### src/rtl/cfgseq_pkg.sv
package cfgseq_pkg;

    typedef enum logic [2:0] {
        PH_IDLE,
        PH_POLL,
        PH_ISSUE,
        PH_WAIT,
        PH_DELAY
    } phase_t;

    typedef enum logic [2:0] {
        SP_ENABLE,
        SP_READBACK,
        SP_PGMENTRY,
        SP_FRAME,
        SP_DISABLE,
        SP_RELEASE
    } step_t;

    localparam logic [7:0] OP_ENABLE    = 8'h0B;
    localparam logic [7:0] OP_READDATA  = 8'h01;
    localparam logic [7:0] OP_DUMMY     = 8'h00;
    localparam logic [7:0] OP_PGM_HEAD  = 8'hAE;
    localparam logic [7:0] OP_PGM_ARG   = 8'h01;
    localparam logic [7:0] OP_FRAME     = 8'hEE;
    localparam logic [7:0] OP_DISABLE   = 8'h0C;
    localparam logic [7:0] OP_RELEASE   = 8'h23;
    localparam logic [7:0] MASK_NONE    = 8'h00;
    localparam logic [7:0] MASK_READY   = 8'h02;

    // Command byte for a step; 'first' selects the leading byte of the window.
    function automatic logic [7:0] cmd_byte(step_t s, logic first);
        case (s)
            SP_ENABLE:   return OP_ENABLE;
            SP_READBACK: return first ? OP_READDATA : OP_DUMMY;
            SP_PGMENTRY: return first ? OP_PGM_HEAD : OP_PGM_ARG;
            SP_FRAME:    return OP_FRAME;
            SP_DISABLE:  return OP_DISABLE;
            default:     return OP_RELEASE;
        endcase
    endfunction

    // Index of the final byte inside the window of a step.
    function automatic int unsigned last_index(step_t s, int unsigned frame_bytes);
        case (s)
            SP_READBACK, SP_PGMENTRY: return 1;
            SP_FRAME:                 return frame_bytes;
            default:                  return 0;
        endcase
    endfunction

    function automatic logic [7:0] mask_for(step_t s);
        return (s == SP_READBACK) ? MASK_READY : MASK_NONE;
    endfunction

endpackage

### src/rtl/cfgseq_frame_ctr.sv
module cfgseq_frame_ctr #(
    parameter int CNT_W       = 24,
    parameter int FRAME_BYTES = 16
) (
    input  logic             clk,
    input  logic             rst,
    input  logic             load,
    input  logic             dec,
    input  logic [CNT_W-1:0] count,
    output logic             misaligned,
    output logic             none_left,
    output logic             one_left
);
    localparam int FB_LOG = $clog2(FRAME_BYTES);
    localparam int FR_W   = CNT_W - FB_LOG;

    logic [FR_W-1:0] frames;

    assign misaligned = |count[FB_LOG-1:0];
    assign none_left  = (frames == '0);
    assign one_left   = (frames == FR_W'(1));

    always_ff @(posedge clk) begin
        if (rst) begin
            frames <= '0;
        end else if (load) begin
            frames <= count[CNT_W-1:FB_LOG];
        end else if (dec && !none_left) begin
            frames <= frames - FR_W'(1);
        end
    end
endmodule

### src/rtl/cfgseq_delay.sv
module cfgseq_delay #(
    parameter int DELAY_CYC = 200000
) (
    input  logic clk,
    input  logic rst,
    input  logic kick,
    output logic expired
);
    localparam int DW = $clog2(DELAY_CYC + 1);

    logic [DW-1:0] remain;

    assign expired = (remain == '0);

    always_ff @(posedge clk) begin
        if (rst) begin
            remain <= '0;
        end else if (kick) begin
            remain <= DW'(DELAY_CYC);
        end else if (!expired) begin
            remain <= remain - DW'(1);
        end
    end
endmodule

### src/rtl/cfg_download_seq.sv
module cfg_download_seq
    import cfgseq_pkg::*;
#(
    parameter int CNT_W       = 24,
    parameter int FRAME_BYTES = 16,
    parameter int DELAY_CYC   = 200000
) (
    input  logic             clk,
    input  logic             rst,
    input  logic             start,
    input  logic [CNT_W-1:0] byte_count,
    input  logic [7:0]       bs_data,
    input  logic             bs_valid,
    output logic             bs_ready,
    output logic             poll_req,
    output logic [7:0]       poll_mask,
    input  logic             poll_done,
    input  logic             poll_fail,
    input  logic [7:0]       poll_status,
    output logic             spi_cs_n,
    output logic             spi_start,
    output logic [7:0]       spi_tx,
    input  logic             spi_done,
    input  logic [7:0]       spi_rx,
    output logic             busy,
    output logic             done,
    output logic             error,
    output logic             operating
);
    localparam int IDX_W = $clog2(FRAME_BYTES + 1);

    phase_t           ph;
    step_t            st;
    logic [IDX_W-1:0] idx;
    logic [IDX_W-1:0] idx_last;
    logic             prog_mode;
    logic [7:0]       last_status;
    logic             done_q;
    logic             error_q;

    logic misaligned, none_left, one_left;
    logic frame_load, frame_dec, dly_kick, dly_expired;
    logic is_data, issue_ok, win_end;

    assign idx_last  = IDX_W'(last_index(st, FRAME_BYTES));
    assign is_data   = (st == SP_FRAME) && (idx != '0);
    assign issue_ok  = (ph == PH_ISSUE) && (!is_data || bs_valid);
    assign win_end   = (ph == PH_WAIT) && spi_done && (idx == idx_last);

    assign spi_start = issue_ok;
    assign bs_ready  = issue_ok && is_data;
    assign spi_tx    = is_data ? bs_data : cmd_byte(st, idx == '0);
    assign spi_cs_n  = !((ph == PH_ISSUE) || (ph == PH_WAIT));
    assign poll_req  = (ph == PH_POLL);
    assign poll_mask = mask_for(st);

    assign busy      = (ph != PH_IDLE);
    assign done      = done_q;
    assign error     = error_q;
    assign operating = !prog_mode && (last_status == 8'h00);

    assign frame_load = (ph == PH_IDLE) && start && !misaligned;
    assign frame_dec  = win_end && (st == SP_FRAME);
    assign dly_kick   = win_end && (st == SP_DISABLE);

    cfgseq_frame_ctr #(
        .CNT_W       (CNT_W),
        .FRAME_BYTES (FRAME_BYTES)
    ) u_frames (
        .clk        (clk),
        .rst        (rst),
        .load       (frame_load),
        .dec        (frame_dec),
        .count      (byte_count),
        .misaligned (misaligned),
        .none_left  (none_left),
        .one_left   (one_left)
    );

    cfgseq_delay #(
        .DELAY_CYC (DELAY_CYC)
    ) u_settle (
        .clk     (clk),
        .rst     (rst),
        .kick    (dly_kick),
        .expired (dly_expired)
    );

    always_ff @(posedge clk) begin
        if (rst) begin
            ph          <= PH_IDLE;
            st          <= SP_ENABLE;
            idx         <= '0;
            prog_mode   <= 1'b0;
            last_status <= 8'hFF;
            done_q      <= 1'b0;
            error_q     <= 1'b0;
        end else begin
            case (ph)
                PH_IDLE: begin
                    if (start) begin
                        done_q  <= 1'b0;
                        error_q <= misaligned;
                        if (!misaligned) begin
                            ph <= PH_POLL;
                            st <= SP_ENABLE;
                        end
                    end
                end
                PH_POLL: begin
                    if (poll_done) begin
                        last_status <= poll_status;
                        idx         <= '0;
                        if (poll_fail) begin
                            error_q <= 1'b1;
                            ph      <= PH_IDLE;
                        end else begin
                            ph <= PH_ISSUE;
                        end
                    end
                end
                PH_ISSUE: begin
                    if (issue_ok) ph <= PH_WAIT;
                end
                PH_WAIT: begin
                    if (spi_done) begin
                        if (idx != idx_last) begin
                            idx <= idx + IDX_W'(1);
                            ph  <= PH_ISSUE;
                        end else begin
                            ph <= PH_POLL;
                            case (st)
                                SP_ENABLE: st <= SP_READBACK;
                                SP_READBACK: begin
                                    if (spi_rx != 8'h00) begin
                                        error_q <= 1'b1;
                                        ph      <= PH_IDLE;
                                    end else begin
                                        st <= SP_PGMENTRY;
                                    end
                                end
                                SP_PGMENTRY: begin
                                    prog_mode <= 1'b1;
                                    st        <= none_left ? SP_DISABLE : SP_FRAME;
                                end
                                SP_FRAME: st <= one_left ? SP_DISABLE : SP_FRAME;
                                SP_DISABLE: ph <= PH_DELAY;
                                default: begin
                                    prog_mode <= 1'b0;
                                    done_q    <= 1'b1;
                                    ph        <= PH_IDLE;
                                end
                            endcase
                        end
                    end
                end
                PH_DELAY: begin
                    if (dly_expired) begin
                        st <= SP_RELEASE;
                        ph <= PH_POLL;
                    end
                end
                default: ph <= PH_IDLE;
            endcase
        end
    end
endmodule

### config.mk
export PLATFORM = sky130hd
export DESIGN_NAME = cfg_download_seq
export DESIGN_NICKNAME = d
export VERILOG_FILES = /design/src/rtl/cfgseq_pkg.sv /design/src/rtl/cfgseq_frame_ctr.sv /design/src/rtl/cfgseq_delay.sv /design/src/rtl/cfg_download_seq.sv
export SDC_FILE = /design/constraint.sdc
export NUM_CORES = 1
export LEC_CHECK = 0
export BUFFER_PORTS_ARGS = -buffer_cell sky130_fd_sc_hd__buf_2
export CORE_MARGIN = 2
export CORE_UTILIZATION = 50
export CTS_BUF_LIST = sky130_fd_sc_hd__clkbuf_8
export DETAILED_ROUTE_END_ITERATION = 8
export PLACE_DENSITY = 0.74
export SYNTH_ARGS = -nofsm -noshare
export SYNTH_HDL_FRONTEND = slang
export SYNTH_SLANG_ARGS = --single-unit
### constraint.sdc
create_clock -name clk -period 6.7 [get_ports clk]
set_clock_uncertainty 0.2 [all_clocks]
set_input_delay 0.335 -clock clk [delete_from_list [all_inputs] [get_ports clk]]
set_output_delay 0.335 -clock clk [all_outputs]
set_load 0.05 [all_outputs]
==> summary.md <==
| Metric | Value |
|---|---|
| Power per cell area | 278 nW/um2 |
| Routed wire length | 9.36 mm |
| Crit Path Category | reg -> reg |
| Max-slew violations | 0 |
| Most frequent cells in the layout | 71 x buf_2, 70 x nor2_1, 60 x dfxtp_1 |
| Max-Cap Viols | 0 |
| Root buffer cell | clkbuf_8 |
| R2R cell count | 6 |
| CP max FO | 8 |
| Share of cells above drive strength 1 | 0.191 |
| DRT antenna net count | 0 |
| Post-CTS setup buffer count | 0 |
| H-tree Lvls | 3 |
| Ys async rst share | 0 |
| Fmax | 0.324 GHz |
| Fin crit share | 0.461 |
| Flop-to-flop setup slack | 3.61 ns |
| Core Footprint | between 7000 and 8000 um2 |
| Largest net degree at the start of global routing | 49 |
| Final min period | between 3 and 4 ns |
| Post-Syn Area per Cell | between 7 and 8 um2 |
| Port buffer count | 71 |
| Num rows | 31 |
| Slowest stage delay, CP | approximately 0.7 ns |
| Clock Sinks | 60 |
| Hold endpoint | last_status[6] |
| DRC Markers | 0 |
| Final Setup Violations | 0 |
| Hold Crit Class | in -> reg |
| Reg-to-Reg Start | u_frames.frames[2] |
| Global-route wire length before repair | between 15 and 20 mm |
| RSZ-0062 raised after global routing | false |
| DIE WIDTH | approximately 90 um |
| Iter 0 DRT Violations | between 150 and 200 |
| Setup crit end kind | flop |
| Initial Utilization | 0.511 |
| Clock buffer depth | 2 |
| Synth warn | 0 |
| Total track usage | 0.242 |
| Grt ovf | 0 |
| WP data arrival | ~3 ns |
| R2R Path End | st[0] |
| Tightest Pin Transition | roughly 1.1 ns |
| CTS tree | done |
| Die Ht | between 80 and 90 um |
| TritonCTS buffer count | 9 |
| HP Start | poll_status[6] |
| Critical path required time | 6.70 ns |
| P_leak | around 1.7 nW |
| Post-synth EDFFs | 0 |
| Slowest-stage cell, CP | or4_1 |
| Clk slew on worst S/H paths | approximately 0.07 ns |
| ANT cells | 0 |
| Hold Worst Slack | between 0.005 and 0.006 ns |
| Area enclosed by the die boundary | between 8000 and 9000 um2 |
| Synth-to-Final Area Change | 17.3% |
| DR vias | between 3000 and 4000 |
| Vias in the first global route | ~3500 |
| CTS resizes | 0 |
| DRT Pass-1 Iters | 5 |
| Status | complete, no violations |
| Yosys cell types | between 50 and 60 |
| IO Count | 79 |
| Mapped Area | roughly 3700 um2 |
| Synth area leader | dfxtp_1 |
| Synthesized instance count | 473 |
| Top cells by area, synth | dfxtp_1 33%, nor2_1 7.2%, a21oi_1 4.2% |
| Peak VDD IR | ~130 uV |
| Post-route setup TNS | 0 ns |
| CP Launch Type | flop |
| Wire per inst | roughly 15 um |
| Hold Path Stages | 2 |
| Filler cell count in the final layout | between 600 and 700 |
| Sequential fraction of the synthesis area | 0.328 |
| Post-synthesis register bit count | 60 |
| Initial antenna violation count | 0 |
| Post-DP HPWL | roughly 6.7 mm |
| Most used cell along the critical path | or3_1 |
| Max_slew headroom | 0.240 |
| Yosys top cell area share | 0.328 |
| Skew-Pair Late Insertion Delay | 0.34 ns |
| DR vias/cell | about 5.7 |
| Final hold violations | 0 |
| Layout net count | just under 600 |
| RD Place Congestion | between 0.8 and 0.9 |
| Top_reg_cell synth | dfxtp_1 |
| Commonest non-fill, non-tap cell in the layout | buf_2 |
| Crit path cell chain | or4_4 -> or4_1 -> or3_1 -> or3_1 -> a211oi_1 -> nor3_1 |
## repair_timing
action | CTS | global route
hold endpoints to repair | 6 | 0
endpoints found under the setup margin | 0 | 0
hold buffers | 6 | 0
## through the flow
stage | setup slack, ns | area, um2 | std cells | utilization | power [mW]
global placement | 3.70 | 4020 | 617 | 0.560 | 0.824
global route | 3.43 | 4300 | 639 | 0.599 | 1.27
floorplan | 3.51 | 3690 | 479 | - | 0.757
finish | 3.61 | 4300 | 639 | 0.599 | 1.20
CTS | 3.64 | 4300 | 639 | 0.599 | 1.20
detailed placement | 3.64 | 4020 | 617 | 0.560 | 0.831
## cell families (layout without fill, tap and decap cells)
kind of cell,Yosys count,count (layout),synth area share
DFF,60,60,0.328
other,1,7,0.00102
muxes,6,6,0.0167
xor gates and xnor gates,20,20,0.0478
adders and majority gates,6,6,0.0205
and+or+nand+nor,220,220,0.324
AOI/OAI and AO/OA,111,111,0.203
buffers and inverters,49,110,0.0597
## sequential cells by signal, summed over array words and instances (netlist names)
| register | flops |
|---|---|
| u_frames.frames | 20 |
| prog_mode | 1 |
| u_settle.remain | 18 |
| error | 1 |
| st | 3 |
| idx | 5 |
| done | 1 |
| ph | 3 |
| last_status | 8 |
## worst max-delay path by stage
stage                                   from                  end  slack [ns]
after floorplan                       idx[0]            spi_start        3.51
after detailed placement  u_frames.frames[2]  u_frames.frames[11]        3.64
final                     u_frames.frames[2]                st[0]        3.61
after global routing                   st[0]  u_frames.frames[17]        3.43
after global placement    u_frames.frames[2]                st[0]        3.70
after CTS                 u_frames.frames[2]   u_frames.frames[6]        3.64
## cell usage after synthesis (4+ instances only)
master and count:
o31ai_1 10, o22ai_1 4, or2_2 9, nor2b_1 9
xor2_1 6, nand3b_1 4, mux2i_1 5, or3_1 15
a311oi_1 9, dfxtp_1 60, a211oi_1 11, nand2_1 23
a21oi_1 31, clkbuf_1 24, inv_1 16, xnor2_1 14
nor4_1 14, nand3_1 9, nor3b_1 4, nor3_1 19
o21ai_0 16, buf_4 7, ha_1 6, a211o_1 9
or4_1 18, nor2_1 70, nand2b_1 6
## cell type report
| cell class | instances | area [um2] | share of cell area |
|---|---|---|---|
| sequential | 60 | 1200 | 0.279 |
| timing repair buffer | 78 | 423 | 0.0984 |
| inverter | 16 | 60.1 | 0.0140 |
| tap | 99 | 124 | 0.0288 |
| multi-input combinational | 370 | 2270 | 0.529 |
| clock buffer | 10 | 138 | 0.0320 |
| clock inverter | 6 | 80.1 | 0.0186 |
## per-layer routing
metal	GRT usage	wire length [um]	share of wire	vias up
li1	-	-	-	1844
met1	0.305	4300	0.46	1706
met2	0.392	4470	0.48	98
met3	0.0612	454	0.048	14
met4	0.104	131	0.014	0
met5	0	0	0	-
## power by group
part / switching [mW] / internal [mW] / total (mW)
clock: 0.147 / 0.216 / 0.364
combinational: 0.215 / 0.165 / 0.380
sequential: 0.0484 / 0.405 / 0.453
## worst max-delay path, delay by kind of cell, from the launching register on
kind | cells | cell delay [ns]
AND/OR/NAND/NOR | 5 | 2.16
flip-flops | 1 | 0.35
AO/OA/AOI/OAI | 1 | 0.24
Power figures use the tool's default switching activity.
